<file path="config.mk">
export PLATFORM = sky130hd
export DESIGN_NAME = spi_port
export DESIGN_NICKNAME = d
export VERILOG_FILES = /design/src/rtl/spi_port_pkg.sv /design/src/rtl/spi_port_sync.sv /design/src/rtl/spi_port_clkgen.sv /design/src/rtl/spi_port_shift.sv /design/src/rtl/spi_port.sv
export SDC_FILE = /design/constraint.sdc
export NUM_CORES = 1
export LEC_CHECK = 0
export BUFFER_PORTS_ARGS = -buffer_cell sky130_fd_sc_hd__clkbuf_2
export CAP_MARGIN = 30
export CORE_MARGIN = 4
export CORE_UTILIZATION = 50
export CTS_BUF_LIST = sky130_fd_sc_hd__clkbuf_8
export DETAILED_ROUTE_END_ITERATION = 16
export GPL_TIMING_DRIVEN = 0
export PLACE_DENSITY = 0.71
export RECOVER_POWER = 50
export SYNTH_ARGS = -nofsm -noshare
export SYNTH_HDL_FRONTEND = slang
export SYNTH_HIERARCHICAL = 1
export SYNTH_SLANG_ARGS = --single-unit
</file>
<file path="constraint.sdc">
create_clock -name clk_i -period 6.35 [get_ports clk_i]
set_clock_uncertainty 0.05 [all_clocks]
set_input_delay 0.3175 -clock clk_i [delete_from_list [all_inputs] [get_ports clk_i]]
set_output_delay 0.3175 -clock clk_i [all_outputs]
set_load 0.01 [all_outputs]
</file>
<file path="src/rtl/spi_port_pkg.sv">
`timescale 1ns/1ps
package spi_port_pkg;

  typedef enum logic [1:0] {
    REG_CTRL = 2'd0,
    REG_STAT = 2'd1,
    REG_DATA = 2'd2
  } reg_addr_e;

  typedef struct packed {
    logic       irq_en;
    logic       enable;
    logic       lsb_first;
    logic       master;
    logic       cpol;
    logic       cpha;
    logic [1:0] rate;
  } ctrl_t;

endpackage

</file>
<file path="src/rtl/spi_port_sync.sv">
`timescale 1ns/1ps
module spi_port_sync #(
  parameter int unsigned STAGES = 2,
  parameter int unsigned W      = 3,
  parameter logic [W-1:0] RST_VAL = '0
) (
  input  logic         clk_i,
  input  logic         rst_ni,
  input  logic [W-1:0] d_i,
  output logic [W-1:0] q_o
);

  logic [STAGES-1:0][W-1:0] stg_q;

  always_ff @(posedge clk_i or negedge rst_ni) begin
    if (!rst_ni) begin
      for (int i = 0; i < STAGES; i++) stg_q[i] <= RST_VAL;
    end else begin
      stg_q[0] <= d_i;
      for (int i = 1; i < STAGES; i++) stg_q[i] <= stg_q[i-1];
    end
  end

  assign q_o = stg_q[STAGES-1];

endmodule

</file>
<file path="src/rtl/spi_port_clkgen.sv">
`timescale 1ns/1ps
module spi_port_clkgen #(
  parameter int unsigned HALF_LOG_MAX = 6
) (
  input  logic       clk_i,
  input  logic       rst_ni,
  input  logic       run_i,
  input  logic       fast_i,
  input  logic [1:0] rate_i,
  output logic       tick_o
);

  localparam int unsigned CNT_W = HALF_LOG_MAX + 1;

  logic [2:0]       lg_base, lg;
  logic [CNT_W-1:0] limit, cnt_q;

  // half period = 2^lg system clocks
  always_comb begin
    lg_base = (rate_i == 2'd3) ? 3'(HALF_LOG_MAX) : {rate_i, 1'b1};
    lg      = lg_base - {2'b00, fast_i};
    limit   = (CNT_W'(1) << lg) - CNT_W'(1);
  end

  always_ff @(posedge clk_i or negedge rst_ni) begin
    if (!rst_ni)              cnt_q <= '0;
    else if (!run_i)          cnt_q <= '0;
    else if (cnt_q == limit)  cnt_q <= '0;
    else                      cnt_q <= cnt_q + CNT_W'(1);
  end

  assign tick_o = run_i && (cnt_q == limit);

endmodule

</file>
<file path="src/rtl/spi_port_shift.sv">
`timescale 1ns/1ps
module spi_port_shift #(
  parameter int unsigned DW = 8
) (
  input  logic          clk_i,
  input  logic          rst_ni,
  input  logic          lsb_first_i,
  input  logic          load_i,
  input  logic [DW-1:0] load_data_i,
  input  logic          preset_i,
  input  logic          sample_i,
  input  logic          setup_i,
  input  logic          din_i,
  output logic [DW-1:0] data_o,
  output logic [DW-1:0] shifted_o,
  output logic          out_o
);

  logic [DW-1:0] sh_q;
  logic          out_q;

  function automatic logic head_bit(input logic lsb, input logic [DW-1:0] v);
    return lsb ? v[0] : v[DW-1];
  endfunction

  assign shifted_o = lsb_first_i ? {din_i, sh_q[DW-1:1]} : {sh_q[DW-2:0], din_i};

  always_ff @(posedge clk_i or negedge rst_ni) begin
    if (!rst_ni) begin
      sh_q  <= '0;
      out_q <= 1'b0;
    end else if (load_i) begin
      sh_q  <= load_data_i;
      out_q <= head_bit(lsb_first_i, load_data_i);
    end else begin
      if (sample_i)            sh_q  <= shifted_o;
      if (setup_i || preset_i) out_q <= head_bit(lsb_first_i, sh_q);
    end
  end

  assign data_o = sh_q;
  assign out_o  = out_q;

endmodule

</file>
<file path="src/rtl/spi_port.sv">
`timescale 1ns/1ps
module spi_port import spi_port_pkg::*; #(
  parameter int unsigned DW           = 8,  // >= 8, register bytes sit in the low bits
  parameter int unsigned SYNC_STAGES  = 2,
  parameter int unsigned HALF_LOG_MAX = 6
) (
  input  logic          clk_i,
  input  logic          rst_ni,
  input  logic [1:0]    addr_i,
  input  logic          wr_i,
  input  logic          rd_i,
  input  logic [DW-1:0] wdata_i,
  output logic [DW-1:0] rdata_o,
  output logic          irq_o,
  input  logic          irq_ack_i,
  output logic          sck_o,
  output logic          mosi_o,
  input  logic          miso_i,
  input  logic          sck_i,
  input  logic          mosi_i,
  input  logic          ss_ni,
  output logic          miso_o,
  output logic          miso_oe_o
);

  localparam int unsigned BIT_W  = $clog2(DW);
  localparam int unsigned EDGE_W = $clog2(2 * DW);
  localparam logic [EDGE_W-1:0] LAST_EDGE = EDGE_W'(2 * DW - 1);
  localparam logic [BIT_W-1:0]  LAST_BIT  = BIT_W'(DW - 1);

  ctrl_t             ctrl_q;
  logic              spif_q, wcol_q, fast_q, arm_q;
  logic [DW-1:0]     rx_q;
  logic              busy_q, sck_q;
  logic [EDGE_W-1:0] edge_q;
  logic [BIT_W-1:0]  sbit_q;
  logic              sck_s, mosi_s, ss_s, sck_d;

  spi_port_sync #(.STAGES(SYNC_STAGES), .W(3), .RST_VAL(3'b001)) u_sync (
    .clk_i (clk_i),
    .rst_ni(rst_ni),
    .d_i   ({sck_i, mosi_i, ss_ni}),
    .q_o   ({sck_s, mosi_s, ss_s})
  );

  always_ff @(posedge clk_i or negedge rst_ni) begin
    if (!rst_ni) sck_d <= 1'b0;
    else         sck_d <= sck_s;
  end

  // bus decode
  logic wr_ctrl, wr_stat, rd_stat, acc_data, wr_data;
  assign wr_ctrl  = wr_i && (addr_i == REG_CTRL);
  assign wr_stat  = wr_i && (addr_i == REG_STAT);
  assign rd_stat  = rd_i && (addr_i == REG_STAT);
  assign acc_data = (wr_i || rd_i) && (addr_i == REG_DATA);
  assign wr_data  = wr_i && (addr_i == REG_DATA);

  logic master_on, slave_on, slave_sel, fault;
  assign master_on = ctrl_q.enable && ctrl_q.master;
  assign slave_on  = ctrl_q.enable && !ctrl_q.master;
  assign slave_sel = slave_on && !ss_s;
  assign fault     = master_on && !ss_s;

  logic tick;
  spi_port_clkgen #(.HALF_LOG_MAX(HALF_LOG_MAX)) u_clkgen (
    .clk_i (clk_i),
    .rst_ni(rst_ni),
    .run_i (busy_q),
    .fast_i(fast_q),
    .rate_i(ctrl_q.rate),
    .tick_o(tick)
  );

  // edge events, master from divider, slave from synchronized pin
  logic m_lead, m_trail, s_rise, s_fall, s_lead, s_trail, lead, trail;
  logic sample_ev, setup_ev;
  assign m_lead   = busy_q && tick && !edge_q[0];
  assign m_trail  = busy_q && tick &&  edge_q[0];
  assign s_rise   = sck_s && !sck_d;
  assign s_fall   = !sck_s && sck_d;
  assign s_lead   = slave_sel && (ctrl_q.cpol ? s_fall : s_rise);
  assign s_trail  = slave_sel && (ctrl_q.cpol ? s_rise : s_fall);
  assign lead     = master_on ? m_lead  : s_lead;
  assign trail    = master_on ? m_trail : s_trail;
  assign sample_ev = ctrl_q.cpha ? trail : lead;
  assign setup_ev  = ctrl_q.cpha ? lead  : trail;

  logic in_flight, busy_any, collide, start, load;
  assign in_flight = slave_sel && (sbit_q != '0);
  assign busy_any  = (master_on && busy_q) || in_flight;
  assign collide   = wr_data && busy_any;
  assign start     = wr_data && master_on && !busy_q && !fault;
  assign load      = wr_data && !busy_any;

  logic m_done, s_done, done;
  assign m_done = busy_q && tick && (edge_q == LAST_EDGE);
  assign s_done = slave_sel && sample_ev && (sbit_q == LAST_BIT);
  assign done   = m_done || s_done;

  logic [DW-1:0] sh_data, sh_next;
  logic          sh_out;
  spi_port_shift #(.DW(DW)) u_shift (
    .clk_i      (clk_i),
    .rst_ni     (rst_ni),
    .lsb_first_i(ctrl_q.lsb_first),
    .load_i     (load),
    .load_data_i(wdata_i),
    .preset_i   (slave_on && ss_s),
    .sample_i   (sample_ev),
    .setup_i    (setup_ev),
    .din_i      (master_on ? miso_i : mosi_s),
    .data_o     (sh_data),
    .shifted_o  (sh_next),
    .out_o      (sh_out)
  );

  // master sequencer
  always_ff @(posedge clk_i or negedge rst_ni) begin
    if (!rst_ni) begin
      busy_q <= 1'b0;
      edge_q <= '0;
      sck_q  <= 1'b0;
    end else if (!master_on || fault) begin
      busy_q <= 1'b0;
      edge_q <= '0;
      sck_q  <= ctrl_q.cpol;
    end else if (start) begin
      busy_q <= 1'b1;
      edge_q <= '0;
      sck_q  <= ctrl_q.cpol;
    end else if (busy_q && tick) begin
      sck_q  <= !sck_q;
      edge_q <= edge_q + EDGE_W'(1);
      if (edge_q == LAST_EDGE) busy_q <= 1'b0;
    end
  end

  // slave bit count
  always_ff @(posedge clk_i or negedge rst_ni) begin
    if (!rst_ni)                sbit_q <= '0;
    else if (!slave_sel)        sbit_q <= '0;
    else if (sample_ev)         sbit_q <= (sbit_q == LAST_BIT) ? '0 : sbit_q + BIT_W'(1);
  end

  // registers and flags
  logic flag_clr;
  assign flag_clr = arm_q && acc_data;

  always_ff @(posedge clk_i or negedge rst_ni) begin
    if (!rst_ni) begin
      ctrl_q <= '0;
      fast_q <= 1'b0;
      spif_q <= 1'b0;
      wcol_q <= 1'b0;
      arm_q  <= 1'b0;
      rx_q   <= '0;
    end else begin
      if (wr_ctrl)    ctrl_q <= ctrl_t'(wdata_i[7:0]);
      else if (fault) ctrl_q.master <= 1'b0;
      if (wr_stat)    fast_q <= wdata_i[0];
      spif_q <= done || fault || (spif_q && !flag_clr && !irq_ack_i);
      wcol_q <= collide || (wcol_q && !flag_clr);
      if (acc_data)                      arm_q <= 1'b0;
      else if (rd_stat && (spif_q || wcol_q)) arm_q <= 1'b1;
      if (done) rx_q <= sample_ev ? sh_next : sh_data;
    end
  end

  always_comb begin
    unique case (addr_i)
      REG_CTRL: rdata_o = DW'(ctrl_q);
      REG_STAT: rdata_o = DW'({spif_q, wcol_q, 5'b00000, fast_q});
      REG_DATA: rdata_o = rx_q;
      default:  rdata_o = '0;
    endcase
  end

  assign irq_o     = spif_q && ctrl_q.irq_en;
  assign sck_o     = (master_on && busy_q) ? sck_q : ctrl_q.cpol;
  assign mosi_o    = sh_out;
  assign miso_o    = sh_out;
  assign miso_oe_o = slave_sel;

endmodule

</file>
Word-level counts from Yosys, hierarchy flattened
Index checks and enable logic that the tools add are counted.
- add/subtract/negate cells: 5
- equal/unequal tests: 7
- shift-type cells: 1
- muxes and demuxes: 36
- reduce and logical (&&, ||, !) cells: 63
- operator list (operator ; number):
    logical AND 1 bit ; 34
    two-way mux 8 bit ; 3
    one-hot mux 8 bit (3 select lines) ; 1
    two-way mux 1 bit ; 23
    two-way mux 7 bit ; 2
    logical NOT 1 bit ; 12
    two-way mux 3 bit ; 4
    two-way mux 4 bit ; 3
    logical OR 1 bit ; 9
    nonzero test 3 bit ; 3
    adder 7 x 1 -> 7 bit, second input constant ; 1
    == test 7 bit ; 1
    << shifter 1 x 3 -> 7 bit, first input constant ; 1
    subtractor 7 x 2 -> 7 bit, second input constant ; 1
    nonzero test 2 bit ; 3
    adder 4 x 1 -> 4 bit, second input constant ; 1
    == test 2 bit, second input constant ; 2
    == test 4 bit, second input constant ; 1
    adder 3 x 1 -> 3 bit, second input constant ; 1
    == test 3 bit, second input constant ; 1
    subtractor 3 x 1 -> 3 bit ; 1
    == test 2 x 1 -> 1 bit, second input constant ; 1
    logical NOT 2 bit ; 1
    != test 2 x 1 -> 1 bit, second input constant ; 1
    AND reduction 2 bit ; 1
- flip-flop bits (word level): 52
- bits of input ports: 19
- logic and storage cells: 134

Logic depth before layout (Yosys ltp)
- depth in word-level cells: 16
- gate-level depth with buffers: 20
- gate-level depth less buffers: 16

By module
Netlist, hierarchy kept.
- by module, submodules not included (module ; times used ; cells each ; area an instance (µm²) ; seq. area each (µm²)):
    spi_port ; 1 ; 186 ; 1780.5 ; 750.7
    spi_port_clkgen ; 1 ; 94 ; 817.0 ; 175.2
    spi_port_shift ; 1 ; 48 ; 528.0 ; 225.2
    spi_port_sync ; 1 ; 9 ; 175.2 ; 152.6

Worst setup path after synthesis
Ideal clock, no wire load.
- path kind: reg-to-reg
- start point: register ctrl_q[0] (netlist bit)
- end point: register u_shift.sh_q[5] (netlist: u_shift/data_o[5])
- arrival time: 3.964 ns
- data required time: 6.164 ns
- path slack: 2.201 ns
- stages on the path, launching flop included: 21
- path buffers: 4
- clock period less this slack: 4.149 ns
- cells stage by stage: dfrtp_1 > buf_2 > and2_1 > ha_1 > buf_4 > xnor2_1 > nand2_1 > ha_1 > buf_6 > nor3b_1 > o41ai_2 > o221a_2 > nand4_4 > nor4b_1 > nand4_1 > o21ai_1 > o32ai_4 > inv_4 > buf_2 > mux2i_1 > o21ai_0
- word-level cells in the longest chain between the ends: 13
- RTL lines (element ; line ; text):
    from (decl) ; spi_port.sv:31 ; ctrl_t ctrl_q;
    from (signal assigned) ; spi_port.sv:159 ; if (wr_ctrl) ctrl_q <= ctrl_t'(wdata_i[7:0]);
    == test 2 bit ; spi_port_clkgen.sv:20 ; lg_base = (rate_i == 2'd3) ? 3'(HALF_LOG_MAX) : {rate_i, 1'b1};
    two-way mux 3 bit * ; spi_port_clkgen.sv:20 ;
    subtractor 3 x 1 -> 3 bit * ; spi_port_clkgen.sv:21 ; lg = lg_base - {2'b00, fast_i};
    << shifter 1 x 3 -> 7 bit * ; spi_port_clkgen.sv:22 ; limit = (CNT_W'(1) << lg) - CNT_W'(1);
    subtractor 7 x 2 -> 7 bit * ; spi_port_clkgen.sv:22 ;
    == test 7 bit * ; spi_port_clkgen.sv:32 ; assign tick_o = run_i && (cnt_q == limit);
    logical AND 1 bit * ; spi_port_clkgen.sv:32 ;
    via tick ; spi_port.sv:65 ; logic tick;
    logical AND 1 bit * ; spi_port.sv:78, spi_port.sv:79 ;
    logical AND 1 bit, on equally long branches ; spi_port.sv:78, spi_port.sv:79 ;
    two-way mux 1 bit, on equally long branches ; spi_port.sv:84, spi_port.sv:85 ;
    two-way mux 1 bit * ; spi_port.sv:86 ; assign sample_ev = ctrl_q.cpha ? trail : lead;
    via sample_ev ; spi_port.sv:77 ; logic sample_ev, setup_ev;
    two-way mux 8 bit * (2 in a row) ; - ;
    to (signal assigned) ; spi_port_shift.sv:33 ; sh_q <= load_data_i;
    to (signal assigned) ; spi_port_shift.sv:36 ; if (sample_i) sh_q <= shifted_o;
    to (decl) ; spi_port_shift.sv:19 ; logic [DW-1:0] sh_q;
Mark *: on every way through the listed nets, which the timed path passes. The rest lies on a longest branch.
A chain may end at the register's enable or synchronous reset.

Worst setup path after layout
- start point: register ctrl_q[0] (netlist bit)
- end point: register u_shift.sh_q[6] (netlist: u_shift/data_o[6])
Same word-level chain as after synthesis.

==> impl_metrics.toml <==
[outcome]
status = "complete, but fails checks"
failed_checks = "max-capacitance violations, max-slew violations"

[final_layout]
final-instance-count-excl-fill = 456
diodes = 0
drive_gt1_frac = 0.251
syn_to_final_growth_pct = 10.9
n_fill_cell = 562
final_util = 0.573
nNetsFinal = 404
fin_area_sq_mm = 0.00366

[global_route]
grt_pass1_wl_mm = 11.6
antenna_found_initial = 0
first_global_vias = 2460
grtUsageTotal = 0.189
grt.overflow.total = 0
grt_start_max_net_pins = 36

[sta]
finalHoldViolCount = 0
setup_tns_ps = 0
tightest_slew_ps = 1870
rsz0062_at_grt = "false"
fmax_mhz = 208
layout_min_cycle_time_ps = 4820
setup_ws_ps = 1530
slew_headroom = -0.248
setup-violations-final = 0
slew_viol_final = 36
finalCritPeriodShare = 0.758
hold_slack_ps = 54.9

[routing]
vias = 2470
avgViaCountPerCell = 5.42
ant_nets = 0
drt_wl_total_mm = 6.77
drc = 0
wl_per_cell_um = 14.8
drtIter0Drc = 173
dr.pass1.iters = 4

[synthesis]
synth_top_family_by_area = "simple AND/OR/NAND/NOR gates"
ys_async_sr_fraction = 1.00
synth_compound_area_frac = 0.139
ys_top_cells_by_area = "dfrtp_1 38%, mux2_2 6.5%, mux2i_1 4.9%"
syn-cell-area_sq_mm = 0.00330
yosys_warnings = 6
synth_top_area_cell = "dfrtp_1"
post_synth_num_cell_types = 57
synth_mux_area_frac = 0.120
mappedNetlistNets = 363
synth_area_per_cell_sq_um = 9.79
netlist_instances = 337
synthXorXnorAreaFrac = 0.0371
ys_ff_latch = 52
synth_top_area_frac = 0.379
synthAdderAreaFrac = 0.0265
ys.flop_type = "dfrtp_1"
synth-seq-area-share = 0.395
synth_edf_count = 0
synthSimpleGateAreaFrac = 0.197

[place]
port_buffers = 31
dpl_cell_area_sq_mm = 0.00357
place.gp.congestion = 0.902
dp_hpwl_mm = 5.08
dp.cells = 446
dpl_worst_slack_ps = 1560

[power_and_ir_drop]
leakage_nw = 1.67
irDropWorstVdd_mv = 0.178
power.density_mw_per_mm2 = 262
power_mw = 0.959

[hold_path]
hold_class = "in -> reg"
min_path_cells = 1

[worst_setup_path]
setup.worst_path.end_class = "flip-flop"
criticalPathCategory = "reg -> reg"
required_ps = 6490
worst_ep_arrival_time_ps = 4950
crit_fanout = 10
rr_worst_depth = 20
startpoint_type = "flip-flop"

[die]
io_pins = 32
initial_core_util = 0.517
die_x_um = 89.3
core_area_sq_mm = 0.00639
dieArea_sq_mm = 0.00797
fp-row-count = 29
die_h_um = 89.3

[clocking]
cts_max_level = 2
clk_pin_slew_ps = 100
cts_sinks = 52
post-cts-setup-buffer-count = 0
ctsHoldBuffers = 1
worstSkewPairLatency_ps = 310
cts_made_buffers = 5
cts_resized = 0
clockRootBuffer = "clkbuf_8"
clk_path_buf_depth = 2
cts_tree = "done"

[flow_run]
drv_cap = 1
## where the power goes
group	internal (mW)	switching, mW
sequential	0.376	0.0488
combinational	0.166	0.179
clock	0.0784	0.111
## critical path, cell delays in order, from the launching register on
cell and delay [ps]:
dfrtp_1 480, buf_2 220, and2_1 170, ha_1 170, buf_4 160, xnor2_1 280, nand2_1 90, ha_1 240
buf_6 150, nor3b_1 140, o41ai_2 400, o221a_2 290, nand4_4 140, nor4b_1 350, nand4_1 220, o21ai_1 240
o32ai_4 160, inv_4 110, buf_2 270, mux2i_1 260, o21ai_0 90
## cells in the mapped netlist (2+ instances only)
library cell,instances
mux2_2,19
nor3b_1,2
nand4_1,2
a21oi_1,8
buf_2,5
o21ai_0,24
buf_4,6
and2_1,5
or2_2,2
nand2_1,29
nand3_1,8
and3_1,4
ha_1,7
dfstp_2,2
nor3_1,4
clkbuf_1,3
inv_1,31
xor2_1,8
buf_6,6
nand3b_1,10
nor4bb_1,2
mux2i_1,16
a222oi_1,8
nor2b_1,7
or3b_2,2
nor4b_1,2
xnor2_1,6
o22ai_1,2
nor2_1,23
dfrtp_1,50
nand2b_1,3
a21oi_4,3
and4_1,2
or3b_1,2
buf_1,2
## flip-flops by register name (all words and copies together) (netlist names), 3 cells and up
name and flops:
ctrl_q 8, rx_q 8, u_shift/data_o 8, u_clkgen/cnt_q 7, edge_q 4, sbit_q 3, u_sync/q_o 3, u_sync/stg_q 3
## final timing paths
path	startpoint	endpoint	slack (ps)
min in group asynchronous	rst_ni	u_sync/stg_q[1]	620
worst min register to register	u_sync/stg_q[2]	u_sync/q_o[2]	300
worst min-delay path	mosi_i	u_sync/stg_q[1]	50
worst max register to register	ctrl_q[0]	u_shift/data_o[6]	1530
max in group asynchronous	rst_ni	u_clkgen/cnt_q[4]	3380
worst max-delay path	ctrl_q[0]	u_shift/data_o[6]	1530
## cell families after synthesis
family	Yosys count
simple gates	115
mux	36
fa+ha+maj	7
flops	52
xor+xnor	14
buf+inv	54
compound gates	59
## routing by layer
metal	GRT usage	wire length, um
met5	0	0
met4	0.0528	104
met3	0.0276	321
met2	0.313	3140
met1	0.260	3210
## cell usage in the layout (no fill, tap or decap), drive strengths merged, types with 4 or more instances in the layout
master	n
nor2b	7
nand3b	10
mux2i	16
xor2	8
nand2	29
or3b	4
nand3	8
a222oi	8
nor3	5
o21ai	25
mux2	19
clkbuf	41
and2	6
a21oi	11
dfrtp	50
ha	7
inv	33
nor2	23
buf	18
xnor2	6
and3	4
## layout make-up
class | instances | area (sq um) | share of cell area
Multi-Input combinational cell | 231 | 1720 | 0.469
Buffer | 22 | 153 | 0.0417
Clock buffer | 5 | 68.8 | 0.0188
Clock inverter | 3 | 21.3 | 0.00581
Inverter | 32 | 123 | 0.0335
Timing Repair Buffer | 34 | 178 | 0.0485
Sequential cell | 52 | 1300 | 0.356
Tap cell | 77 | 96.3 | 0.0263
(Power assumes the default switching activity.)
